$ cat src/rtl/wdog_pkg.sv
package wdog_pkg;
  // Control word bit positions
  localparam int B_CLR      = 0;
  localparam int B_RST_ARM  = 1;
  localparam int B_RST_HIT  = 2;
  localparam int B_IRQ_HIT  = 3;
  localparam int B_WAKE_ARM = 4;
  localparam int B_WAKE_HIT = 5;
  localparam int B_IRQ_ARM  = 6;
  localparam int B_RUN      = 7;
  localparam int ISEL_W     = 3;
  localparam int B_ISEL_LO  = 8;
  localparam int DSEL_W     = 2;
  localparam int B_DSEL_LO  = B_ISEL_LO + ISEL_W;
  localparam int CTL_W      = B_DSEL_LO + DSEL_W;

  typedef struct packed {
    logic              run;
    logic              irq_arm;
    logic              wake_arm;
    logic              rst_arm;
    logic [ISEL_W-1:0] isel;
    logic [DSEL_W-1:0] dsel;
  } wdog_cfg_t;

  typedef enum logic [1:0] {
    SEQ_IDLE  = 2'd0,
    SEQ_GRACE = 2'd1,
    SEQ_PULSE = 2'd2
  } seq_state_t;
endpackage

$ cat src/rtl/wdog_ctl_regs.sv
module wdog_ctl_regs
  import wdog_pkg::*;
(
  input  logic             clk,
  input  logic             rst_n,
  input  logic             wr,
  input  logic [CTL_W-1:0] wdata,
  input  logic             force_en,
  input  logic             irq_set,
  input  logic             wake_set,
  input  logic             rst_set,
  output wdog_cfg_t        cfg,
  output logic             run,
  output logic             clr_req,
  output logic             irq_flag,
  output logic             wake_flag,
  output logic             rst_flag,
  output logic [CTL_W-1:0] rdata
);
  localparam int NFLAG = 3;
  localparam int FLAG_POS [NFLAG] = '{B_IRQ_HIT, B_WAKE_HIT, B_RST_HIT};

  wdog_cfg_t        cfg_q;
  logic             clr_q;
  logic [NFLAG-1:0] flag_set;
  logic [NFLAG-1:0] flag_q;

  assign flag_set = {rst_set, wake_set, irq_set};
  assign clr_req  = wr & wdata[B_CLR];

  // Sticky flags: a hardware set wins over a software clear in the same cycle
  for (genvar g = 0; g < NFLAG; g++) begin : g_flag
    logic q;
    always_ff @(posedge clk or negedge rst_n) begin
      if (!rst_n)                    q <= 1'b0;
      else if (flag_set[g])          q <= 1'b1;
      else if (wr && wdata[FLAG_POS[g]]) q <= 1'b0;
    end
    assign flag_q[g] = q;
  end

  always_ff @(posedge clk or negedge rst_n) begin
    if (!rst_n) begin
      cfg_q <= '0;
      clr_q <= 1'b0;
    end else begin
      clr_q <= clr_req;
      if (wr) begin
        cfg_q.run      <= wdata[B_RUN];
        cfg_q.irq_arm  <= wdata[B_IRQ_ARM];
        cfg_q.wake_arm <= wdata[B_WAKE_ARM];
        cfg_q.rst_arm  <= wdata[B_RST_ARM];
        cfg_q.isel     <= wdata[B_ISEL_LO +: ISEL_W];
        cfg_q.dsel     <= wdata[B_DSEL_LO +: DSEL_W];
      end
    end
  end

  assign cfg       = cfg_q;
  assign run       = cfg_q.run | force_en;
  assign irq_flag  = flag_q[0];
  assign wake_flag = flag_q[1];
  assign rst_flag  = flag_q[2];

  always_comb begin
    rdata                          = '0;
    rdata[B_CLR]                   = clr_q;
    rdata[B_RST_ARM]               = cfg_q.rst_arm;
    rdata[B_RST_HIT]               = rst_flag;
    rdata[B_IRQ_HIT]               = irq_flag;
    rdata[B_WAKE_ARM]              = cfg_q.wake_arm;
    rdata[B_WAKE_HIT]              = wake_flag;
    rdata[B_IRQ_ARM]               = cfg_q.irq_arm;
    rdata[B_RUN]                   = run;
    rdata[B_ISEL_LO +: ISEL_W]     = cfg_q.isel;
    rdata[B_DSEL_LO +: DSEL_W]     = cfg_q.dsel;
  end
endmodule

$ cat src/rtl/wdog_counter.sv
module wdog_counter #(
  parameter int CNT_W    = 18,
  parameter int SEL_W    = 3,
  parameter int LOG_MIN  = 4,
  parameter int LOG_STEP = 2
) (
  input  logic             clk,
  input  logic             rst_n,
  input  logic             run,
  input  logic             clr,
  input  logic [SEL_W-1:0] isel,
  output logic             tout
);
  localparam int MASK_W = CNT_W + 1;

  logic [CNT_W-1:0] cnt_q;
  logic [CNT_W-1:0] mask;

  // Low-order ones mask of width LOG_MIN + LOG_STEP*isel
  function automatic logic [CNT_W-1:0] sel_mask(input logic [SEL_W-1:0] s);
    logic [MASK_W-1:0] m;
    m = (MASK_W'(1) << (LOG_MIN + LOG_STEP * int'(s))) - MASK_W'(1);
    return m[CNT_W-1:0];
  endfunction

  assign mask = sel_mask(isel);
  assign tout = run & ~clr & ((cnt_q & mask) == mask);

  always_ff @(posedge clk or negedge rst_n) begin
    if (!rst_n)           cnt_q <= '0;
    else if (!run || clr) cnt_q <= '0;
    else                  cnt_q <= cnt_q + 1'b1;
  end
endmodule

$ cat src/rtl/wdog_rst_seq.sv
module wdog_rst_seq
  import wdog_pkg::*;
#(
  parameter int unsigned RST_LEN = 63,
  parameter int unsigned DLY_TAB [4] = '{1026, 130, 18, 3}
) (
  input  logic              clk,
  input  logic              rst_n,
  input  logic              run,
  input  logic              clr,
  input  logic              tout,
  input  logic              rst_arm,
  input  logic [DSEL_W-1:0] dsel,
  output logic              rst_start,
  output logic              rst_o
);
  function automatic int unsigned span_max();
    int unsigned m = RST_LEN;
    for (int i = 0; i < 4; i++) if (DLY_TAB[i] > m) m = DLY_TAB[i];
    return m;
  endfunction

  localparam int CW = $clog2(span_max() + 1);

  seq_state_t    st_q, st_d;
  logic [CW-1:0] cnt_q, cnt_d;
  logic          cnt_zero;

  assign cnt_zero  = (cnt_q == '0);
  assign rst_start = (st_q == SEQ_GRACE) && run && !clr && cnt_zero && rst_arm;
  assign rst_o     = (st_q == SEQ_PULSE);

  always_comb begin
    st_d  = st_q;
    cnt_d = cnt_q;
    unique case (st_q)
      SEQ_IDLE: begin
        if (tout) begin
          st_d  = SEQ_GRACE;
          cnt_d = CW'(DLY_TAB[dsel] - 1);
        end
      end
      SEQ_GRACE: begin
        if (!run || clr) begin
          st_d  = SEQ_IDLE;
          cnt_d = '0;
        end else if (cnt_zero) begin
          if (rst_arm) begin
            st_d  = SEQ_PULSE;
            cnt_d = CW'(RST_LEN - 1);
          end else begin
            st_d = SEQ_IDLE;
          end
        end else begin
          cnt_d = cnt_q - 1'b1;
        end
      end
      SEQ_PULSE: begin
        if (cnt_zero) st_d = SEQ_IDLE;
        else          cnt_d = cnt_q - 1'b1;
      end
      default: begin
        st_d  = SEQ_IDLE;
        cnt_d = '0;
      end
    endcase
  end

  always_ff @(posedge clk or negedge rst_n) begin
    if (!rst_n) begin
      st_q  <= SEQ_IDLE;
      cnt_q <= '0;
    end else begin
      st_q  <= st_d;
      cnt_q <= cnt_d;
    end
  end
endmodule

$ cat src/rtl/wdog_top.sv
module wdog_top
  import wdog_pkg::*;
#(
  parameter int          CNT_W    = 18,
  parameter int          LOG_MIN  = 4,
  parameter int          LOG_STEP = 2,
  parameter int unsigned RST_LEN  = 63
) (
  input  logic             clk,
  input  logic             rst_n,
  input  logic             ctl_wr,
  input  logic [CTL_W-1:0] ctl_wdata,
  output logic [CTL_W-1:0] ctl_rdata,
  input  logic             force_en,
  input  logic             slow_clk_sel,
  output logic             irq_o,
  output logic             wake_o,
  output logic             wdt_rst_o
);
  wdog_cfg_t cfg;
  logic run, clr_req, tout, rst_start;
  logic irq_flag, wake_flag, rst_flag;

  wdog_ctl_regs u_regs (
    .clk       (clk),
    .rst_n     (rst_n),
    .wr        (ctl_wr),
    .wdata     (ctl_wdata),
    .force_en  (force_en),
    .irq_set   (tout),
    .wake_set  (tout & cfg.wake_arm & slow_clk_sel),
    .rst_set   (rst_start),
    .cfg       (cfg),
    .run       (run),
    .clr_req   (clr_req),
    .irq_flag  (irq_flag),
    .wake_flag (wake_flag),
    .rst_flag  (rst_flag),
    .rdata     (ctl_rdata)
  );

  wdog_counter #(
    .CNT_W    (CNT_W),
    .SEL_W    (ISEL_W),
    .LOG_MIN  (LOG_MIN),
    .LOG_STEP (LOG_STEP)
  ) u_cnt (
    .clk   (clk),
    .rst_n (rst_n),
    .run   (run),
    .clr   (clr_req | rst_start),
    .isel  (cfg.isel),
    .tout  (tout)
  );

  wdog_rst_seq #(
    .RST_LEN (RST_LEN)
  ) u_seq (
    .clk       (clk),
    .rst_n     (rst_n),
    .run       (run),
    .clr       (clr_req),
    .tout      (tout),
    .rst_arm   (cfg.rst_arm),
    .dsel      (cfg.dsel),
    .rst_start (rst_start),
    .rst_o     (wdt_rst_o)
  );

  assign irq_o  = irq_flag & cfg.irq_arm;
  assign wake_o = wake_flag;
endmodule

$ cat config.mk
export PLATFORM = sky130hd
export DESIGN_NAME = wdog_top
export DESIGN_NICKNAME = d
export VERILOG_FILES = /design/src/rtl/wdog_pkg.sv /design/src/rtl/wdog_ctl_regs.sv /design/src/rtl/wdog_counter.sv /design/src/rtl/wdog_rst_seq.sv /design/src/rtl/wdog_top.sv
export SDC_FILE = /design/constraint.sdc
export NUM_CORES = 1
export LEC_CHECK = 0
export CORE_MARGIN = 4
export CORE_UTILIZATION = 68
export DETAILED_ROUTE_END_ITERATION = 10
export DONT_BUFFER_PORTS = 1
export PLACE_DENSITY = 0.87
export SYNTH_ARGS = -nofsm -noshare
export SYNTH_HDL_FRONTEND = slang
export SYNTH_HIERARCHICAL = 1
export SYNTH_SLANG_ARGS = --single-unit
$ cat constraint.sdc
create_clock -name clk -period 9.9 [get_ports clk]
set_input_delay 1.485 -clock clk [delete_from_list [all_inputs] [get_ports clk]]
set_output_delay 1.485 -clock clk [all_outputs]
set_load 0.005 [all_outputs]
# Yosys cells after proc, flatten, opt, wreduce, memory -nomap -nowiden
# Cells that the tools add are included.
dict set report op_classes {
  order_cmp 1
  n_eq_ne 8
  n_mux 22
  n_addsub 5
  shift 1
  reduce_logical 18
  bitwise 11
}
# op count
set ops {}
lappend ops {{$mux W11} 7}
lappend ops {{$bmux W32 S2} 1}
lappend ops {{$pmux W11 S3} 1}
lappend ops {{$shl A1 B32 Y18 const A} 1}
lappend ops {{$sub A11 B1 Y11 const B} 2}
lappend ops {{$add A18 B1 Y18 const B} 1}
lappend ops {{$and A18 B18 Y18} 1}
lappend ops {{$eq A18 B18 Y1} 1}
lappend ops {{$mux W18} 1}
lappend ops {{$sub A18 B2 Y18 const B} 1}
lappend ops {{$logic_not A11 Y1} 1}
lappend ops {{$mux W2} 5}
lappend ops {{$logic_and A1 B1 Y1} 7}
lappend ops {{$and A1 B1 Y1} 6}
lappend ops {{$mux W1} 6}
lappend ops {{$pmux W2 S3} 1}
lappend ops {{$reduce_and A3 Y1} 2}
lappend ops {{$reduce_bool A2 Y1} 3}
lappend ops {{$add A3 B4 Y5 const A} 1}
lappend ops {{$ne A2 B2 Y1 const B} 2}
lappend ops {{$ne A4 B4 Y1 const B} 1}
lappend ops {{$ge A3 B3 Y1 const B} 1}
lappend ops {{$ne A3 B2 Y1 const B} 1}
lappend ops {{$not A2 Y3} 1}
lappend ops {{other kinds (8)} 11}
dict set report totals {
  regBits 44
  word_cells 79
  output_inout_bits 16
}

# Depth between registers and ports, before layout
dict set report logic_depth {
  ltp_word 12
  mapped_depth 17
}

# By module
# Netlist, hierarchy kept.
# mod cells_per_inst instances area_each_um2
set modules_own_cells {}
lappend modules_own_cells {wdog_counter 123 1 1099.8}
lappend modules_own_cells {wdog_rst_seq 115 1 969.7}
lappend modules_own_cells {wdog_ctl_regs 44 1 605.6}
lappend modules_own_cells {wdog_top 3 1 18.8}

# Least setup slack after synthesis
# OpenSTA, ideal clock, no wires.
dict set report synth_path {
  path_type {input to register}
  startpoint {input force_en}
  endpoint {register u_seq.cnt_q[0]}
  t_arrival_ns 4.181
  setup_time_ns 0.135
  n_path_buf 3
  path_slack_ns 5.583
  cell_stages 16
  cell_sequence {or2_2 > nand4bb_1 > clkbuf_1 > nor2_1 > and3_1 > or2_1 > nand2b_1 > buf_6 > a21oi_1 > o21ai_0 > a2111oi_0 > o2111a_1 > nor3_1 > clkbuf_1 > a221oi_1 > o22ai_1}
}
dict set report synth_via {
  elab_chain_len 11
  word_cells_on_any_way 16
  classes_between {2 x eq/ne; 2 x mux; 5 x bitwise; 7 x reduce/logical}
}
# item line_no
set synth_rtl {}
lappend synth_rtl {{from (decl)} wdog_top.sv:14} ;# input logic force_en,
lappend synth_rtl {{$or A1 B1 Y1} wdog_ctl_regs.sv:60} ;# assign run = cfg_q.run | force_en;
lappend synth_rtl {{$logic_and A1 B1 Y1 (4 in series)} wdog_rst_seq.sv:30} ;# assign rst_start = (st_q == SEQ_GRACE) && run && !clr && cnt_zero && rst_arm;
lappend synth_rtl {{via rst_start} wdog_top.sv:21} ;# logic run, clr_req, tout, rst_start;
lappend synth_rtl {{$or A1 B1 Y1} wdog_top.sv:51} ;# .clr (clr_req | rst_start),
lappend synth_rtl {{$not A1 Y1} wdog_counter.sv:27} ;# assign tout = run & ~clr & ((cnt_q & mask) == mask);
lappend synth_rtl {{$and A1 B1 Y1 (2 in series)} wdog_counter.sv:27}
lappend synth_rtl {{via tout} wdog_top.sv:21}
lappend synth_rtl {{$ne A2 B2 Y1 (no source line)} -}
lappend synth_rtl {{$reduce_and A3 Y1 (no source line)} -}
lappend synth_rtl {{to (signal assigned)} wdog_rst_seq.sv:75} ;# cnt_q <= cnt_d;
lappend synth_rtl {{to (decl)} wdog_rst_seq.sv:26} ;# logic [CW-1:0] cnt_q, cnt_d;
# The timed path passes the listed nets, and every way through them passes these cells.
# A chain may end at the register's enable or synchronous reset.

# Worst setup path in the final report
dict set report layout_path {
  startpoint {input force_en}
  endpoint {register u_seq.cnt_q[2]}
}
# Same word-level chain as after synthesis.

==> results.cfg <==
[final_layout]
fin_util_pct = 71.46
nNetsFinal = 291
area_growth_syn_to_layout_pct = -0.6966
diodes = 0
drive_above_1_share_pct = 10.11
final_area_mm2 = 0.002675

[timing]
hold_viol = 0
fin_setup_tns_ns = 0
rsz0062_at_grt = false
tightest_slew_ns = 0.9687
finalWorstSetupSlack_ns = 5.148
relSlewSlack_pct = 35.42
min_period_ns = 4.752
maxSlewViolCount = 0
fin_skew_ns = 0.008227
finalSetupViolCount = 0
min_period_over_period_pct = 48.00
fmax_mhz = 210.4

[synth]
netlist_top_cells_area = dfrtp_1 41%, xor2_1 4.2%, buf_4 4.2%, nor2_1 4.2%, mux2_4 3.3%
post_synth.cell_area_avg_um2 = 9.452
synthArstFlopShare_pct = 100.0
synthCells = 285
syn_area_mm2 = 0.002694
yosysMostFrequentCell = dfrtp_1
synth_nets = 310
yosys-top-cells-count = 44 x dfrtp_1, 30 x nor2_1, 18 x nand2_1
seq_area_frac_synth_pct = 40.87
synth-seq-cells = 44
synthFlopType = dfrtp_1
synth_top_area_cell = dfrtp_1
synth_edf_count = 0
synth_top_area_share_pct = 40.87
yosys_warnings = 6
ys_types = 59

[setup_path]
critical_path_class = primary input to flop
critPathLaunchType = primary input
critPathRequiredTime_ns = 10.11
end_kind = flop
startpoint = force_en
r2r_start = u_regs/cfg[8]$_DFFE_PN0P_
cp.arrival_ns = 4.96
critPathMaxFanout = 19

[global_routing]
antenna_found_initial = 0
first_global_vias = 2064
overflow = 0
grt_max_degree = 45
grt_pass1_wl_um = 9735
track_usage_pct = 24.13

[place]
dp_hpwl_um = 3932
placed_area_mm2 = 0.002581
place_worst_setup_slack_ns = 4.865
io_buffer_count = 0
finalWeightedCongestion = 0.9422

[power]
p_seq_share_pct = 55.9
power.leakage_nw = 1.185
p_sw_uw = 89.05
switching_share_pct = 25.40
power_frac_clock_pct = 33.5
total_power_uw = 350.7
p_per_area_mw_per_mm2 = 131.1
p_int_uw = 261.6
ir_drop_uv = 85.46
combPwrFrac_pct = 10.6

[clock_tree]
root_buffer = clkbuf_8
clockBufferDepth = 2
clk_latency_ns = 0.29
numCtsBuffers = 5
cts_resized = 0
clk_pin_slew_worst_paths_ns = 0.08
cts_hold_buffers = 0
htreeDepth = 2
clock-sinks = 44
tritoncts = yes
cts_setup_buffers = 0

[drt]
first_pass_iters = 5
avgViaCountPerCell = 6.578
drtAntennaViolNets = 0
post_drt_wl_per_cell_um = 17.84
drt_iter0_markers = 132
drc_errors = 0
drt_wl_total_um = 5620
vias = 2072

[min_path]
holdCritStartpoint = u_regs/cfg[8]$_DFFE_PN0P_
hold_class = flop to flop

[floorplan]
fp.dieH_um = 70.94
rows = 22
ios = 34
fp.dieW_um = 70.94
dieArea_mm2 = 0.005032
core_mm2 = 0.003744
start_util_pct = 71.96

[run_status]
status = completed

[flow_run]
max_cap_viol_count = 0
==> cell type report <==
| type | count | area, um2 |
|---|---|---|
| repair buffers | 2 | 15.01 |
| multi-input cells | 198 | 1349 |
| clock buffers | 7 | 86.33 |
| inverters | 15 | 56.30 |
| clock inverters | 1 | 7.507 |
| well taps | 48 | 60.06 |
| flip-flops and latches | 44 | 1101 |
| fillers | 273 | 1069 |
==> metrics by stage <==
| stage | hold WS (ns) | std cells |
|---|---|---|
| after floorplan | 0.4504 | 285 |
| after global placement | 0.4889 | 307 |
| after detailed placement | 0.4989 | 307 |
| after CTS | 0.5174 | 315 |
| after global routing | 0.5429 | 315 |
| final | 0.5166 | 315 |
==> per-layer routing <==
| metal | part of all wire, % | vias to the layer above | track usage [%] |
|---|---|---|---|
| li1 | - | 971 | - |
| met1 | 40 | 977 | 30.31 |
| met2 | 51 | 102 | 39.55 |
| met3 | 6.8 | 22 | 6.392 |
| met4 | 2.8 | 0 | 9.812 |
| met5 | 0 | - | 0 |
==> cells in the final DEF, fill, tap and decap left out, types with 7 or more instances in the layout <==
| cell | n |
|---|---|
| nor2_1 | 30 |
| xor2_1 | 13 |
| a21oi_1 | 12 |
| ha_1 | 7 |
| o21ai_0 | 7 |
| inv_1 | 15 |
| dfrtp_1 | 44 |
| nand2_1 | 18 |
| nor3_1 | 7 |
| nand3_1 | 10 |
| o22ai_1 | 7 |
==> worst paths after layout <==
kind | endpoint | slack [ns] | cells after the start
setup / recovery | u_seq/cnt_q[2]$_DFFE_PN0P_ | 5.15 | 14
hold / removal | u_regs/cfg[8]$_DFFE_PN0P_ | 0.52 | 1
setup reg to reg | u_seq/cnt_q[2]$_DFFE_PN0P_ | 5.97 | 14
hold reg to reg | u_regs/cfg[8]$_DFFE_PN0P_ | 0.52 | 1
max in group asynchronous | u_seq/cnt_q[1]$_DFFE_PN0P_ | 8.94 | 0
min in group asynchronous | u_regs/cfg[2]$_DFFE_PN0P_ | 0.87 | 0
==> logic make-up after synthesis <==
group	share of synthesized area, %
AOI/OAI and AO/OA	14.82
muxes	4.970
DFF	40.87
adders and majority gates	3.251
xor gates and xnor gates	6.177
buffers and inverters	9.057
and+or+nand+nor	20.85
==> sequential cells by signal, summed over array words and instances (netlist names) <==
| register | flops |
|---|---|
| u_regs/clr_q | 1 |
| u_regs/wake_flag | 1 |
| u_seq/st_q | 2 |
| u_regs/irq_flag | 1 |
| u_cnt/cnt_q | 18 |
| u_seq/cnt_q | 11 |
| u_regs/cfg | 9 |
| u_regs/rst_flag | 1 |
==> power groups by stage <==
stage               Combinational (mW)  Sequential (mW)  Clock (mW)
finish                          0.0370            0.196       0.117
detailed placement              0.0363            0.200           0
global route                    0.0414            0.198       0.129
global placement                0.0345            0.200           0
CTS                             0.0367            0.196       0.119
floorplan                       0.0379            0.196           0
==> critical path: stages <==
cell       delay (ns)
or2_2            0.33
nand4bb_1        0.34
nor2_1           0.09
and3_1           0.20
or2_1            0.22
nand2b_1         0.45
a21oi_1          0.26
o21ai_0          0.11
a2111oi_0        0.29
o2111a_1         0.35
nor3_1           0.07
buf_4            0.19
a221o_1          0.35
o22ai_1          0.21
(Power assumes the default switching activity.)
